<file path="src/rtl/pcsu_pkg.sv">
// Package: shared field positions of the comparison configuration word.
// Assumes the enable bit sits at bit 0 and the update period just above it.
package pcsu_pkg;
    localparam int PCSU_EN_BIT  = 0;
    localparam int PCSU_UPR_LSB = 1;
endpackage

</file>
<file path="src/rtl/pcsu_shadow.sv">
// Shadow stage: holds the value written last, the value armed by the most
// recent configuration write, the configuration shadow and the pending flag.
// Assumes xfer is asserted only while pend is high.
module pcsu_shadow #(
    parameter int VAL_W = 16,
    parameter int CFG_W = 5
) (
    input  logic             clk,
    input  logic             rst_n,
    input  logic             wr_val,
    input  logic [VAL_W-1:0] val_wdata,
    input  logic             wr_cfg,
    input  logic [CFG_W-1:0] cfg_wdata,
    input  logic             xfer,
    output logic [VAL_W-1:0] pair_val,
    output logic [CFG_W-1:0] cfg_sh,
    output logic             pend
);
    logic [VAL_W-1:0] val_sh;

    // Latest value write, kept until it is overwritten.
    always_ff @(posedge clk) begin
        if (!rst_n)      val_sh <= '0;
        else if (wr_val) val_sh <= val_wdata;
    end

    // A configuration write arms the value written before or with it.
    always_ff @(posedge clk) begin
        if (!rst_n) begin
            pair_val <= '0;
            cfg_sh   <= '0;
        end else if (wr_cfg) begin
            pair_val <= wr_val ? val_wdata : val_sh;
            cfg_sh   <= cfg_wdata;
        end
    end

    // Pending flag: set by a configuration write, cleared by a transfer.
    always_ff @(posedge clk) begin
        if (!rst_n)      pend <= 1'b0;
        else if (wr_cfg) pend <= 1'b1;
        else if (xfer)   pend <= 1'b0;
    end

    assert_pair_same_cycle_R7: assert property (@(posedge clk) disable iff (!rst_n)
        (wr_cfg && wr_val) |=> (pair_val == $past(val_wdata)));
    assert_pend_clears_R4: assert property (@(posedge clk) disable iff (!rst_n)
        (xfer && !wr_cfg) |=> !pend);
    assert_late_cfg_pends_R11: assert property (@(posedge clk) disable iff (!rst_n)
        (xfer && wr_cfg) |=> pend);
endmodule

</file>
<file path="src/rtl/pcsu_upd_timer.sv">
// Update-period timer: counts reference period ends and flags expiry.
// Assumes upr changes only in the cycle after an expiry.
module pcsu_upd_timer #(
    parameter int UPR_W = 4
) (
    input  logic             clk,
    input  logic             rst_n,
    input  logic             period_end,
    input  logic [UPR_W-1:0] upr,
    output logic [UPR_W-1:0] cnt,
    output logic             expire
);
    // Expiry: a period end that finds the count at the programmed setting.
    always_comb expire = period_end && (cnt == upr);

    // Count period ends and wrap to zero on expiry.
    always_ff @(posedge clk) begin
        if (!rst_n)          cnt <= '0;
        else if (expire)     cnt <= '0;
        else if (period_end) cnt <= cnt + UPR_W'(1);
    end

    assert_cnt_bound_R3: assert property (@(posedge clk) disable iff (!rst_n)
        cnt <= upr);
    assert_cnt_step_R2: assert property (@(posedge clk) disable iff (!rst_n)
        (period_end && cnt != upr) |=> (cnt == $past(cnt) + UPR_W'(1)));
    assert_cnt_hold_R2: assert property (@(posedge clk) disable iff (!rst_n)
        !period_end |=> $stable(cnt));
endmodule

</file>
<file path="src/rtl/pcsu_match.sv">
// Match generator: one-clock pulse when the PWM counter reaches the active value.
// Assumes en and val are the registered active settings.
module pcsu_match #(
    parameter int VAL_W = 16
) (
    input  logic             clk,
    input  logic             rst_n,
    input  logic             en,
    input  logic [VAL_W-1:0] val,
    input  logic [VAL_W-1:0] pwm_cnt,
    output logic             match
);
    logic hit;
    logic hit_q;

    // Enabled equality between counter and active value.
    always_comb hit = en && (pwm_cnt == val);

    // Register the first cycle of equality as the pulse.
    always_ff @(posedge clk) begin
        if (!rst_n) begin
            hit_q <= 1'b0;
            match <= 1'b0;
        end else begin
            hit_q <= hit;
            match <= hit && !hit_q;
        end
    end

    assert_match_single_R9: assert property (@(posedge clk) disable iff (!rst_n)
        match |=> !match);
    assert_match_off_R10: assert property (@(posedge clk) disable iff (!rst_n)
        !en |=> !match);
endmodule

</file>
<file path="src/rtl/pcsu_top.sv">
// Top: active compare value and configuration, loaded from the shadows at
// a period end that expires the update period while an update is pending.
// Assumes period_end is a one-clock pulse from the reference channel.
module pcsu_top
    import pcsu_pkg::*;
#(
    parameter int VAL_W = 16,
    parameter int UPR_W = 4
) (
    input  logic                 clk,
    input  logic                 rst_n,
    input  logic                 wr_val,
    input  logic [VAL_W-1:0]     val_wdata,
    input  logic                 wr_cfg,
    input  logic [UPR_W:0]       cfg_wdata,
    input  logic                 period_end,
    input  logic [VAL_W-1:0]     pwm_cnt,
    output logic [VAL_W-1:0]     act_val,
    output logic [UPR_W:0]       act_cfg,
    output logic [UPR_W-1:0]     upd_cnt,
    output logic                 match
);
    localparam int CFG_W = UPR_W + 1;

    logic [VAL_W-1:0] pair_val;
    logic [CFG_W-1:0] cfg_sh;
    logic             pend;
    logic             expire;
    logic             xfer;

    // Transfer only when the boundary comes with an armed update.
    always_comb xfer = expire && pend;

    pcsu_shadow #(.VAL_W(VAL_W), .CFG_W(CFG_W)) i_shadow (
        .clk(clk), .rst_n(rst_n), .wr_val(wr_val), .val_wdata(val_wdata),
        .wr_cfg(wr_cfg), .cfg_wdata(cfg_wdata), .xfer(xfer),
        .pair_val(pair_val), .cfg_sh(cfg_sh), .pend(pend)
    );

    pcsu_upd_timer #(.UPR_W(UPR_W)) i_timer (
        .clk(clk), .rst_n(rst_n), .period_end(period_end),
        .upr(act_cfg[PCSU_UPR_LSB +: UPR_W]), .cnt(upd_cnt), .expire(expire)
    );

    // Active registers, loaded from the shadows at a transfer.
    always_ff @(posedge clk) begin
        if (!rst_n) begin
            act_val <= '0;
            act_cfg <= '0;
        end else if (xfer) begin
            act_val <= pair_val;
            act_cfg <= cfg_sh;
        end
    end

    pcsu_match #(.VAL_W(VAL_W)) i_match (
        .clk(clk), .rst_n(rst_n), .en(act_cfg[PCSU_EN_BIT]), .val(act_val),
        .pwm_cnt(pwm_cnt), .match(match)
    );

    assert_act_hold_R4: assert property (@(posedge clk) disable iff (!rst_n)
        !xfer |=> ($stable(act_val) && $stable(act_cfg)));
    assert_xfer_at_boundary_R4: assert property (@(posedge clk) disable iff (!rst_n)
        xfer |-> (period_end && pend));
    assert_new_period_R8: assert property (@(posedge clk) disable iff (!rst_n)
        xfer |=> (upd_cnt == '0));
endmodule

</file>
<file path="config.mk">
export PLATFORM = sky130hd
export DESIGN_NAME = pcsu_top
export DESIGN_NICKNAME = d
export VERILOG_FILES = /design/src/rtl/pcsu_pkg.sv /design/src/rtl/pcsu_shadow.sv /design/src/rtl/pcsu_upd_timer.sv /design/src/rtl/pcsu_match.sv /design/src/rtl/pcsu_top.sv
export SDC_FILE = /design/constraint.sdc
export NUM_CORES = 1
export LEC_CHECK = 0
export ABC_AREA = 1
export BUFFER_PORTS_ARGS = -buffer_cell sky130_fd_sc_hd__buf_2
export CAP_MARGIN = 20
export CORE_MARGIN = 5
export CORE_UTILIZATION = 55
export CTS_BUF_LIST = sky130_fd_sc_hd__clkbuf_8
export CTS_CLUSTER_SIZE = 8
export DETAILED_ROUTE_END_ITERATION = 8
export GPL_ROUTABILITY_DRIVEN = 0
export GPL_TIMING_DRIVEN = 0
export PLACE_DENSITY = 0.81
export REMOVE_ABC_BUFFERS = 1
export SLEW_MARGIN = 20
export SYNTH_ARGS = -nofsm -noshare
export SYNTH_HDL_FRONTEND = slang
export SYNTH_SLANG_ARGS = --single-unit
</file>
<file path="constraint.sdc">
create_clock -name clk -period 1.69 [get_ports clk]
set_clock_uncertainty 0.2 [all_clocks]
set_input_delay 0.169 -clock clk [delete_from_list [all_inputs] [get_ports clk]]
set_output_delay 0.169 -clock clk [all_outputs]
set_load 0.05 [all_outputs]
</file>
==> results.ini <==
[yosys]
synth.cell_area_um2=2920
syn_inst=401
synth.avg_cell_area_um2=7.29
ys_ff_latch=65
seq_area_frac_synth_pct=44.5
ys_types=27
yosysWarnings=0

[global_routing]
grt_max_degree=46
grt_pass1_vias=2477
antenna_found_initial=0
grt_overflow_total=0
groute.usage.overall_pct=19.3
grt_first_pass_wirelength_mm=11.1

[power]
comb_power_share_pct=23.9
clockPowerShare_pct=32.2
total_power_mw=4.00
switching_share_pct=34.0
leakage_nw=1.89
p_int_mw=2.64
powerDensity_nw_per_um2=1070
ir_drop_uv=805
p_sw_mw=1.36
power_frac_seq_pct=43.9

[floorplanning]
die_x_um=82.9
rows=26
initial_core_util_pct=56.8
io_pins=68
dieArea_um2=6870
core_area_um2=5140
die_y_um=82.9

[routing]
drc=0
drt_iter0_markers=127
routed-via-count=2769
via_per_inst=4.92
postRouteAntennaNets=0
wl_per_cell_um=12.5
wl_mm=7.01
firstDrtPassIters=4

[min_path]
hold_path_class=input port to flip-flop
hold_path_depth=5
min_from=pwm_cnt[0]

[worst_setup_path]
max_stage_delay_ps=380
critical_path_arrival_ps=1730
critical_path.startpoint_type=flip-flop
critical_path_required_ps=1760
timing.critical_path.buf_inv=1
crit_type=flip-flop to flip-flop
reg2reg_depth=8
crit_cells=8
crit_family=simple AND/OR/NAND/NOR gates
crit_fanout=5
crit_path_cell_trace=inv_1 -> nand2_2 -> nand2_1 -> nor2_2 -> nand3_4 -> nor2_2 -> nor2_1 -> nor2_1
startpoint=i_timer.cnt[0]$_SDFFE_PP0P_
r2r-start=i_timer.cnt[0]$_SDFFE_PP0P_
endpoint_kind=flip-flop
cp_slowest_cell=dfxtp_4

[placed_design]
dp_cells=516
place_ws_ps=-340
dpl_cell_area_um2=3210
hpwlAfterDp_mm=4.30
port_buffers=67

[cells_and_area]
design_area_um2=3750
nFillCells=420
drive_above_1_share_pct=22.3
num_antenna_cells=0
nNetsFinal=531
synthToLayoutAreaGrowth_pct=28.4
final_util_pct=73.0
finalNonFillerCells=563

[clock_tree]
insertion_delay_ps=340
cts.path.max_buffers=2
clkSinkCount=65
htreeDepth=3
cts_tree=yes
root_buffer=clkbuf_8
cts_buffers=9
clkTransAtPathRegs_ps=70

[sta]
slew_headroom_pct=48.6
fin_crit_ps=1660
setup_viol=0
fin_ws_ps=31.9
rsz0062_at_grt=yes
drv_slew=0
max_freq_mhz=603
worst_pin_slew_ps=771
finalCritPeriodShare_pct=98.1
hold_viol_final=0

[job]
drv_cap=0

[outcome]
outcome=complete, no violations

placed cells by master, fill, tap and decap left out, drive strengths merged:
| cell | n |
|---|---|
| a21oi | 8 |
| buf | 69 |
| bufinv | 1 |
| clkbuf | 9 |
| clkinv | 3 |
| clkinvlp | 5 |
| dfxtp | 65 |
| dlygate4sd3 | 23 |
| ha | 1 |
| inv | 65 |
| mux2i | 16 |
| nand2 | 79 |
| nand3 | 4 |
| nand4 | 21 |
| nor2 | 88 |
| nor3 | 2 |
| o211ai | 17 |
| o21ai | 11 |
| o21bai | 1 |
| o22ai | 1 |
| or2 | 1 |
| xor2 | 3 |
metal layers:
layer / GRT usage [%] / vias to the layer above / share of wire, %
met1: 24.4 / 1242 / 44
met4: 8.77 / 0 / 2.3
met5: 0 / - / 0
met2: 30.7 / 84 / 49
met3: 5.15 / 19 / 4.9
li1: - / 1424 / -
synthesized netlist by cell type (all sizes together):
| master | count | area share, % |
|---|---|---|
| o22ai | 1 | 0.21 |
| nand4 | 21 | 4.5 |
| dfxtp | 65 | 45 |
| buf | 12 | 3.2 |
| ha | 1 | 0.43 |
| clkinv | 1 | 0.13 |
| a21oi | 8 | 1.5 |
| o211ai | 17 | 4.4 |
| inv | 66 | 8.5 |
| xor2 | 3 | 0.90 |
| nor3 | 2 | 0.34 |
| or2 | 1 | 0.21 |
| nand2 | 79 | 10 |
| nand3 | 4 | 0.86 |
| clkbuf | 10 | 1.5 |
| nor2 | 82 | 11 |
| mux2i | 16 | 5.5 |
| o21bai | 1 | 0.26 |
| o21ai | 11 | 1.9 |
power groups by stage:
stage,clock network (mW),logic [mW],registers (mW)
2_1_floorplan,0,0.377,1.98
3_3_place_gp,0,0.787,1.78
3_5_place_dp,0,0.805,1.79
4_1_cts,1.31,0.855,1.75
5_1_grt,1.38,1.05,1.77
6_report,1.29,0.958,1.76
final timing paths:
| kind | endpoint | slack [ps] |
|---|---|---|
| worst max register to register | act_val[8]$_SDFFE_PN0P_ | 30 |
| worst max-delay path | act_val[8]$_SDFFE_PN0P_ | 30 |
| worst min register to register | i_match.match$_SDFF_PN0_ | 180 |
| worst min-delay path | i_match.match$_SDFF_PN0_ | 60 |
kinds of logic (layout without fill, tap and decap cells):
family	Yosys count	in the layout	synth area share, %
AO/OA/AOI/OAI	38	38	8.22
multiplexers	16	16	5.48
adder cells (fa/ha/maj)	1	1	0.428
flip-flops	65	65	44.5
buffers and inverters	89	175	13.3
XOR/XNOR	3	3	0.900
AND/OR/NAND/NOR	189	195	27.1
registers in the layout, summed over array words and instances (netlist names):
signal and count:
i_shadow.pair_val 16, act_cfg 5, i_shadow.val_sh 16, i_timer.cnt 4, i_match.hit_q 1, i_shadow.cfg_sh 5, i_match.match 1, i_shadow.pend 1
act_val 16
area by class of cell:
type	count	area [um^2]	share of cell area, %
clock buffer	9	124	3.30
timing repair buffer	92	581	15.5
sequential	65	1310	34.9
inverter	67	259	6.90
multi-input combinational	253	1320	35.2
tap	70	87.6	2.33
clock inverter	7	71.3	1.90
metrics by stage:
stage	hold slack (ps)	TNS [ps]
6_report	63.0	0
5_1_grt	84.0	-485
4_1_cts	1.94	0
3_5_place_dp	180	-6950
3_3_place_gp	172	-5350
2_1_floorplan	90.3	-5580
worst register-to-register path: cells and delay by family, from the launching register on:
kind	cells	cell delay (ps)
and+or+nand+nor	7	920
DFF	1	380
buffers and inverters	1	80
timing repair:
action / CTS / global route
hold buffers: 23 / 0
resized for setup: 2 / 16
setup endpoints to repair: 21 / 38
endpoints found under the hold margin: 36 / 0
pin swaps: 0 / 8
setup buffers: 0 / 2
cloned: 0 / 6
No activity file was read; power rests on OpenSTA's default activity.
